`src/rtl/pdm_pkg.sv`:
```
package pdm_pkg;

  // Direction of a launched transition, as seen on the new launch level.
  typedef enum logic {
    POL_FALL = 1'b0,
    POL_RISE = 1'b1
  } pol_e;

  function automatic int unsigned max_of(input int unsigned a, input int unsigned b);
    return (a > b) ? a : b;
  endfunction

endpackage

```
`src/rtl/pdm_launch.sv`:
```
module pdm_launch #(
  parameter int unsigned WIN_W = 16
) (
  input  logic             clk,
  input  logic             rst_n,
  input  logic             clear_i,
  input  logic             enable_i,
  input  logic             frozen_i,
  input  logic [WIN_W-1:0] win_len_i,
  output logic             launch_o,
  output logic             fired_o
);

  logic             lvl_q, lvl_d;
  logic             fired_q, fired_d;
  logic [WIN_W-1:0] sent_q, sent_d;
  logic             go;

  always_comb begin
    go      = enable_i && !frozen_i && (sent_q < win_len_i);
    lvl_d   = lvl_q;
    sent_d  = sent_q;
    fired_d = 1'b0;
    if (clear_i) begin
      lvl_d  = 1'b0;
      sent_d = '0;
    end else if (go) begin
      lvl_d   = ~lvl_q;
      sent_d  = sent_q + 1'b1;
      fired_d = 1'b1;
    end
  end

  always_ff @(posedge clk or negedge rst_n) begin
    if (!rst_n) begin
      lvl_q   <= 1'b0;
      sent_q  <= '0;
      fired_q <= 1'b0;
    end else begin
      lvl_q   <= lvl_d;
      sent_q  <= sent_d;
      fired_q <= fired_d;
    end
  end

  assign launch_o = lvl_q;
  assign fired_o  = fired_q;

endmodule

```
`src/rtl/pdm_window.sv`:
```
module pdm_window
  import pdm_pkg::*;
#(
  parameter int unsigned WIN_W = 16
) (
  input  logic             clk,
  input  logic             rst_n,
  input  logic             clear_i,
  input  logic             fired_i,
  input  logic             launch_lvl_i,
  input  logic [WIN_W-1:0] win_len_i,
  output logic             eval_o,
  output pol_e             eval_pol_o,
  output logic             frozen_o,
  output logic             done_o,
  output logic [WIN_W-1:0] rise_tr_o,
  output logic [WIN_W-1:0] fall_tr_o
);

  // Stage aligned with the capture retiming: the transition fired at edge k
  // is judged in the cycle after edge k+1.
  logic             vld_q, vld_d;
  pol_e             pol_q, pol_d;
  logic [WIN_W-1:0] seen_q, seen_d;
  logic             frozen_q, frozen_d;
  logic             done_q, done_d;
  logic             last;

  always_comb begin
    eval_o   = vld_q && !frozen_q && !clear_i;
    last     = eval_o && (((WIN_W+1)'(seen_q) + 1'b1) == (WIN_W+1)'(win_len_i));
    vld_d    = fired_i && !clear_i;
    pol_d    = launch_lvl_i ? POL_RISE : POL_FALL;
    seen_d   = seen_q;
    frozen_d = frozen_q;
    done_d   = 1'b0;
    if (clear_i) begin
      seen_d   = '0;
      frozen_d = 1'b0;
    end else if (eval_o) begin
      seen_d   = seen_q + 1'b1;
      frozen_d = frozen_q || last;
      done_d   = last;
    end
  end

  always_ff @(posedge clk or negedge rst_n) begin
    if (!rst_n) begin
      vld_q    <= 1'b0;
      pol_q    <= POL_FALL;
      seen_q   <= '0;
      frozen_q <= 1'b0;
      done_q   <= 1'b0;
    end else begin
      vld_q    <= vld_d;
      pol_q    <= pol_d;
      seen_q   <= seen_d;
      frozen_q <= frozen_d;
      done_q   <= done_d;
    end
  end

  assign eval_pol_o = pol_q;
  assign frozen_o   = frozen_q;
  assign done_o     = done_q;
  // The first launch after clear is rising, so rising takes the odd extra one.
  assign rise_tr_o  = WIN_W'(((WIN_W+1)'(win_len_i) + 1'b1) >> 1);
  assign fall_tr_o  = win_len_i >> 1;

endmodule

```
`src/rtl/pdm_capture.sv`:
```
module pdm_capture
  import pdm_pkg::*;
#(
  parameter int unsigned CNT_W = 16,
  parameter int unsigned WIN_W = 16
) (
  input  logic             clk,
  input  logic             rst_n,
  input  logic             clear_i,
  input  logic             ret_i,
  input  logic             eval_i,
  input  pol_e             eval_pol_i,
  input  logic             frozen_i,
  input  logic [WIN_W-1:0] rise_tr_i,
  input  logic [WIN_W-1:0] fall_tr_i,
  output logic [CNT_W-1:0] rise_err_o,
  output logic [CNT_W-1:0] fall_err_o,
  output logic             slow_fall_o,
  output logic             at_half_o
);

  localparam int unsigned CMP_W = max_of(CNT_W, WIN_W) + 2;

  logic main_q;
  logic main_r_q;
  logic shadow_q;
  logic mismatch;
  logic [1:0][CNT_W-1:0] cnt_all;

  // Half-period sample.
  always_ff @(negedge clk or negedge rst_n) begin
    if (!rst_n) main_q <= 1'b0;
    else        main_q <= ret_i;
  end

  // Full-period sample, and the half-period sample moved onto the rising edge.
  always_ff @(posedge clk or negedge rst_n) begin
    if (!rst_n) begin
      main_r_q <= 1'b0;
      shadow_q <= 1'b0;
    end else begin
      main_r_q <= main_q;
      shadow_q <= ret_i;
    end
  end

  assign mismatch = main_r_q ^ shadow_q;

  for (genvar p = 0; p < 2; p++) begin : g_pol
    logic [CNT_W-1:0] cnt_q, cnt_d;
    logic             hit;

    always_comb begin
      hit   = eval_i && mismatch && (eval_pol_i == ((p == 1) ? POL_RISE : POL_FALL));
      cnt_d = cnt_q;
      if (clear_i)                  cnt_d = '0;
      else if (hit && (cnt_q != '1)) cnt_d = cnt_q + 1'b1;
    end

    always_ff @(posedge clk or negedge rst_n) begin
      if (!rst_n) cnt_q <= '0;
      else        cnt_q <= cnt_d;
    end

    assign cnt_all[p] = cnt_q;
  end

  logic [CNT_W-1:0] sel_err;
  logic [WIN_W-1:0] sel_tr;
  logic [CMP_W-1:0] err_x2;
  logic [CMP_W-1:0] tr_x;

  always_comb begin
    slow_fall_o = cnt_all[0] > cnt_all[1];
    sel_err     = slow_fall_o ? cnt_all[0] : cnt_all[1];
    sel_tr      = slow_fall_o ? fall_tr_i : rise_tr_i;
    err_x2      = CMP_W'(sel_err) << 1;
    tr_x        = CMP_W'(sel_tr);
    at_half_o   = frozen_i && (err_x2 >= tr_x);
  end

  assign rise_err_o = cnt_all[1];
  assign fall_err_o = cnt_all[0];

endmodule

```
`src/rtl/pdly_err_mon.sv`:
```
module pdly_err_mon
  import pdm_pkg::*;
#(
  parameter int unsigned NCH   = 2,
  parameter int unsigned WIN_W = 16,
  parameter int unsigned CNT_W = 16
) (
  input  logic                 clk,
  input  logic                 rst_n,
  input  logic                 clear_i,
  input  logic                 enable_i,
  input  logic [WIN_W-1:0]     win_len_i,
  output logic                 launch_o,
  input  logic [NCH-1:0]       ret_i,
  output logic                 done_o,
  output logic [NCH*CNT_W-1:0] rise_err_o,
  output logic [NCH*CNT_W-1:0] fall_err_o,
  output logic [NCH-1:0]       slow_fall_o,
  output logic [NCH-1:0]       at_half_o
);

  logic             fired;
  logic             eval;
  pol_e             eval_pol;
  logic             frozen;
  logic [WIN_W-1:0] rise_tr;
  logic [WIN_W-1:0] fall_tr;

  pdm_launch #(.WIN_W(WIN_W)) launch_i (
    .clk       (clk),
    .rst_n     (rst_n),
    .clear_i   (clear_i),
    .enable_i  (enable_i),
    .frozen_i  (frozen),
    .win_len_i (win_len_i),
    .launch_o  (launch_o),
    .fired_o   (fired)
  );

  pdm_window #(.WIN_W(WIN_W)) window_i (
    .clk          (clk),
    .rst_n        (rst_n),
    .clear_i      (clear_i),
    .fired_i      (fired),
    .launch_lvl_i (launch_o),
    .win_len_i    (win_len_i),
    .eval_o       (eval),
    .eval_pol_o   (eval_pol),
    .frozen_o     (frozen),
    .done_o       (done_o),
    .rise_tr_o    (rise_tr),
    .fall_tr_o    (fall_tr)
  );

  for (genvar c = 0; c < NCH; c++) begin : g_ch
    pdm_capture #(.CNT_W(CNT_W), .WIN_W(WIN_W)) capture_i (
      .clk         (clk),
      .rst_n       (rst_n),
      .clear_i     (clear_i),
      .ret_i       (ret_i[c]),
      .eval_i      (eval),
      .eval_pol_i  (eval_pol),
      .frozen_i    (frozen),
      .rise_tr_i   (rise_tr),
      .fall_tr_i   (fall_tr),
      .rise_err_o  (rise_err_o[c*CNT_W +: CNT_W]),
      .fall_err_o  (fall_err_o[c*CNT_W +: CNT_W]),
      .slow_fall_o (slow_fall_o[c]),
      .at_half_o   (at_half_o[c])
    );
  end

endmodule

```
`config.mk`:
```
export PLATFORM = sky130hd
export DESIGN_NAME = pdly_err_mon
export DESIGN_NICKNAME = d
export VERILOG_FILES = /design/src/rtl/pdm_pkg.sv /design/src/rtl/pdm_launch.sv /design/src/rtl/pdm_window.sv /design/src/rtl/pdm_capture.sv /design/src/rtl/pdly_err_mon.sv
export SDC_FILE = /design/constraint.sdc
export NUM_CORES = 1
export LEC_CHECK = 0
export BUFFER_PORTS_ARGS = -buffer_cell sky130_fd_sc_hd__clkbuf_2
export CORE_UTILIZATION = 52
export CTS_CLUSTER_DIAMETER = 60
export DETAILED_ROUTE_END_ITERATION = 8
export HOLD_SLACK_MARGIN = 0.1
export MAX_ROUTING_LAYER = met4
export PLACE_DENSITY = 0.69
export SLEW_MARGIN = 5
export SYNTH_ARGS = -nofsm -noshare
export SYNTH_HDL_FRONTEND = slang
export SYNTH_SLANG_ARGS = --single-unit
export TNS_END_PERCENT = 30
```
`constraint.sdc`:
```
create_clock -name clk -period 5.4 [get_ports clk]
set_input_delay 0.54 -clock clk [delete_from_list [all_inputs] [get_ports clk]]
set_output_delay 0.54 -clock clk [all_outputs]
set_load 0.02 [all_outputs]
```
[After elaboration in Yosys (flattened, before gate mapping)]
Index checks and enable logic that the tools add are counted.
Storage, ports and cells
  register bits after elaboration: 108
  input port bits: 22
  word-level logic and storage cells: 92
  output and inout port bits: 70
Cells by class
  $add $sub $neg: 8
  equality and inequality tests: 5
  reduce and logical (&&, ||, !) cells: 27
  bitwise gates (word level): 4
  $lt $le $gt $ge: 5
  mux-type cells: 25
Operator list (number)
  $mux W16: 16
  $add A16 B1 Y16 const B: 6
  $ne A16 B16 Y1 const B: 4
  $add A16 B1 Y17 const B: 2
  $ge A17 B16 Y1: 2
  $gt A16 B16 Y1: 2
  $logic_and A1 B1 Y1: 18
  $eq A17 B16 Y1: 1
  $lt A16 B16 Y1: 1
  $reduce_bool A2 Y1: 6
  $mux W1: 9
  $logic_not A1 Y1: 2
  $not A1 Y1: 2
  $xor A1 B1 Y1: 2
  $logic_or A1 B1 Y1: 1

[Longest topological paths before layout]
  word-level depth: 8
  gate-level depth with buffers: 18
  depth with buffers taken out: 15

[Modules after synthesis]
A second synthesis with hierarchy kept.
Unflattened totals
  cell total of the unflattened synthesis: 1007
  area total of the unflattened synthesis: 8713.4 µm²
Modules (own cells, without submodules)
  pdm_capture: area each 2797.7 µm², cells each 318, sequential area each 875.8 µm², times used 2
  pdm_window: area each 1810.5 µm², cells each 224, sequential area each 500.5 µm², times used 1
  pdm_launch: area each 1307.5 µm², cells each 147, sequential area each 450.4 µm², times used 1

==> summary.txt <==
Cells and area
  • # diodes: 0
  • Design area: a little over 0.009 sq mm
  • Area growth, synth to finish: 10.8%
  • Layout cells sized above 1: 0.123
  • FILL cells: 1500
  • Nets: 1176

Clock tree
  • Clock Path Buffers: 2
  • CTS clk-pin slew, worst paths: 70 ps
  • H-tree lvl count: 3
  • Clk root buf: clkbuf_16
  • CTS tree: built
  • Clock latency on the worst-skew pair: 360 ps
  • Sink Count: 108
  • TritonCTS Buffers: 9

Timing
  • Worst slew margin: 0.284
  • WHS: 300 ps
  • Final hold vios: 0
  • Fin Clk Skew: between 9 and 10 ps
  • RSZ-0062 raised after global routing: no
  • Final period utilization: 0.884
  • Worst-margin pin slew: between 1000 and 1500 ps
  • Fmax: 209 MHz
  • Total negative slack: 0 ps
  • Final min period: around 4800 ps
  • Final setup vio count: 0
  • Max-slew violation count: 0

Floorplan
  • I/O pin total: 92
  • Die Area: 0.0168 sq mm
  • Die X: 129 microns
  • Num rows: 46
  • Starting Density: 0.532
  • Die Ht: approximately 130 microns
  • Core area: 0.0159 sq mm

Power and ir drop
  • Power Density: about 180 mW/mm^2
  • Leak pwr: 4.10 nW
  • Total power: around 1.7 mW
  • Maximum VDD drop: approximately 0.00015 V

Drt
  • DRC: 0
  • DR pass1 iterations: 5
  • 1st-iter DRT viols: 602
  • Post-DRT Antenna Nets: 0
  • Via count: 7540
  • WL per Instance: approximately 17 microns
  • Number of vias per cell: just under 6
  • Drt total wl: 22200 microns

Yosys
  • Synth warnings: 0
  • Asr flop ratio synth: 1.00
  • Synth cell types: 69
  • Top cell type by total area after synthesis: dfrtp_1
  • Mapped Cells: roughly 1000
  • Most frequent cell after synthesis: dfrtp_1
  • Synth Cell Area: 0.00845 sq mm
  • Ranking of synthesized cells by area: dfrtp_1 31%, ha_1 12%, xnor2_1 9.1%, nor2_1 4.6%, nand2_1 3.9%
  • Top_reg_cell synth: dfrtp_1
  • EDFF count, synth: 0
  • Seq/Total Area, Yosys: 0.320
  • Post-synth top area share: 0.314
  • Synthesized area per cell: 8.35 sq um
  • Most frequent cells after synthesis: 106 x dfrtp_1, 103 x nor2_1, 88 x xnor2_1
  • Post-Syn Nets: 1117
  • Yosys reg bits: ~110

Worst hold path
  • Hold WC Path Type: in2reg

Global routing
  • Largest net degree at the start of global routing: 57
  • Global-route wire length before repair: 36000 microns
  • Vias in the first global route: 6861
  • GRT Total Usage: 0.285
  • Initial antenna violation count: 0
  • Gr ovfl total: 0

Placed design
  • Port buffer count: 91
  • Cell Area, Placed: 0.00902 sq mm
  • HPWL Detailed: 16400 microns
  • Routability cong.: 0.951

Worst setup path
  • CP max FO: 18
  • CP startpoint kind: flip-flop
  • Worst path slowest cell: dfrtp_1
  • Reg2reg setup slack: 2250 ps
  • CP required: 4860 ps
  • CP Cell Sequence: inv_1 -> ha_1 -> nand4_1 -> nor4_1 -> a21boi_0 -> o31a_1 -> buf_4 -> mux2_2 -> ha_1 -> and4_1 -> nand3_1 -> nor4_1 -> a21oi_1 -> mux2i_1 -> o31a_1 -> clkbuf_2
  • Worst Path Arrival: 4230 ps
  • WS Path Type: reg2out
  • Worst setup EP type: primary output
  • CP max stage delay: 420 ps

Status
  • Status: finished clean

Job
  • Max_cap viols: 0
==> layer usage <==
| layer | global-route usage | wire length [microns] |
|---|---|---|
| met1 | 0.382 | 10400 |
| met5 | - | 0 |
| met2 | 0.460 | 10300 |
| met3 | 0.0429 | 1110 |
| met4 | 0.0561 | 316 |
==> logic make-up after synthesis <==
| group | Yosys count | synth area share |
|---|---|---|
| buf+inv | 113 | 0.0550 |
| xor+xnor | 109 | 0.113 |
| simple gates | 408 | 0.246 |
| fa+ha+maj | 85 | 0.126 |
| mux | 8 | 0.00992 |
| compound gates | 180 | 0.131 |
| flops | 108 | 0.320 |
==> sequential cells by signal (all words and copies together), names as in the netlist <==
register,flops
window_i.done_o,1
window_i.frozen_o,1
g_ch.capture_i.main_q,2
launch_i.fired_o,1
g_ch.capture_i.rise_err_o,32
launch_i.launch_o,1
window_i.seen_q,16
window_i.vld_q,1
launch_i.sent_q,16
g_ch.capture_i.shadow_q,2
window_i.eval_pol_o,1
g_ch.capture_i.main_r_q,2
g_ch.capture_i.fall_err_o,32
==> cell type report <==
type	instances	area (sq um)	area share
inverters	61	229	0.0245
clock inverters	7	96.3	0.0103
flip-flops and latches	108	2700	0.289
clock buffers	9	225	0.0241
well taps	216	270	0.0289
multi-input cells	790	5300	0.567
repair buffers	100	531	0.0567
==> power by group <==
group,switching [mW],internal [mW]
registers,0.00620,0.814
logic,0.103,0.0468
clock network,0.319,0.410
==> critical path: cells and delay by family (launching register included) <==
family                   cells  cell delay, ps
AND/OR/NAND/NOR              5            1100
AO/OA/AOI/OAI                4             690
adder cells (fa/ha/maj)      2             620
buffers and inverters        3             530
multiplexers                 2             510
flip-flops                   1             420
==> through the flow <==
stage          utilization  instances  setup WS [ps]
3_3_place_gp         0.568       1274            956
5_1_grt              0.589       1291            181
2_1_floorplan            -       1011           1090
6_report             0.589       1291            625
3_5_place_dp         0.568       1274           1010
4_1_cts              0.589       1291            614
==> worst paths after layout <==
| check | start | endpoint | depth (start not counted) |
|---|---|---|---|
| hold / removal | ret_i[1] | g_ch[1].capture_i.shadow_q | 1 |
| setup reg to reg | g_ch[1].capture_i.main_q | g_ch[1].capture_i.main_r_q | 0 |
| hold reg to reg | launch_i.launch_o | window_i.eval_pol_o | 0 |
| setup / recovery | g_ch[0].capture_i.rise_err_o[14] | at_half_o[0] | 16 |
| min in group asynchronous | rst_n | g_ch[0].capture_i.rise_err_o[5] | 2 |
| max in group asynchronous | rst_n | g_ch[0].capture_i.main_q | 2 |
==> cells in the final DEF, fill, tap and decap left out, drive strengths merged, types with 14 or more instances in the layout <==
cell,synthesis,layout
dfrtp,106,106
nor2,104,104
clkbuf,36,98
xnor2,88,88
nand2,87,87
ha,84,84
inv,61,64
o21ai,60,60
a21oi,55,55
nand3,46,46
nand4,37,37
nor3,33,33
xor2,21,21
or3,16,16
or4,15,15
nor2b,14,14
o31ai,14,14
==> timing repair <==
item	in CTS	in global routing
resized for setup	0	0
setup buffers	0	0
hold endpoints to repair	11	0
hold buffers	1	0
No activity file was read; power rests on OpenSTA's default activity.
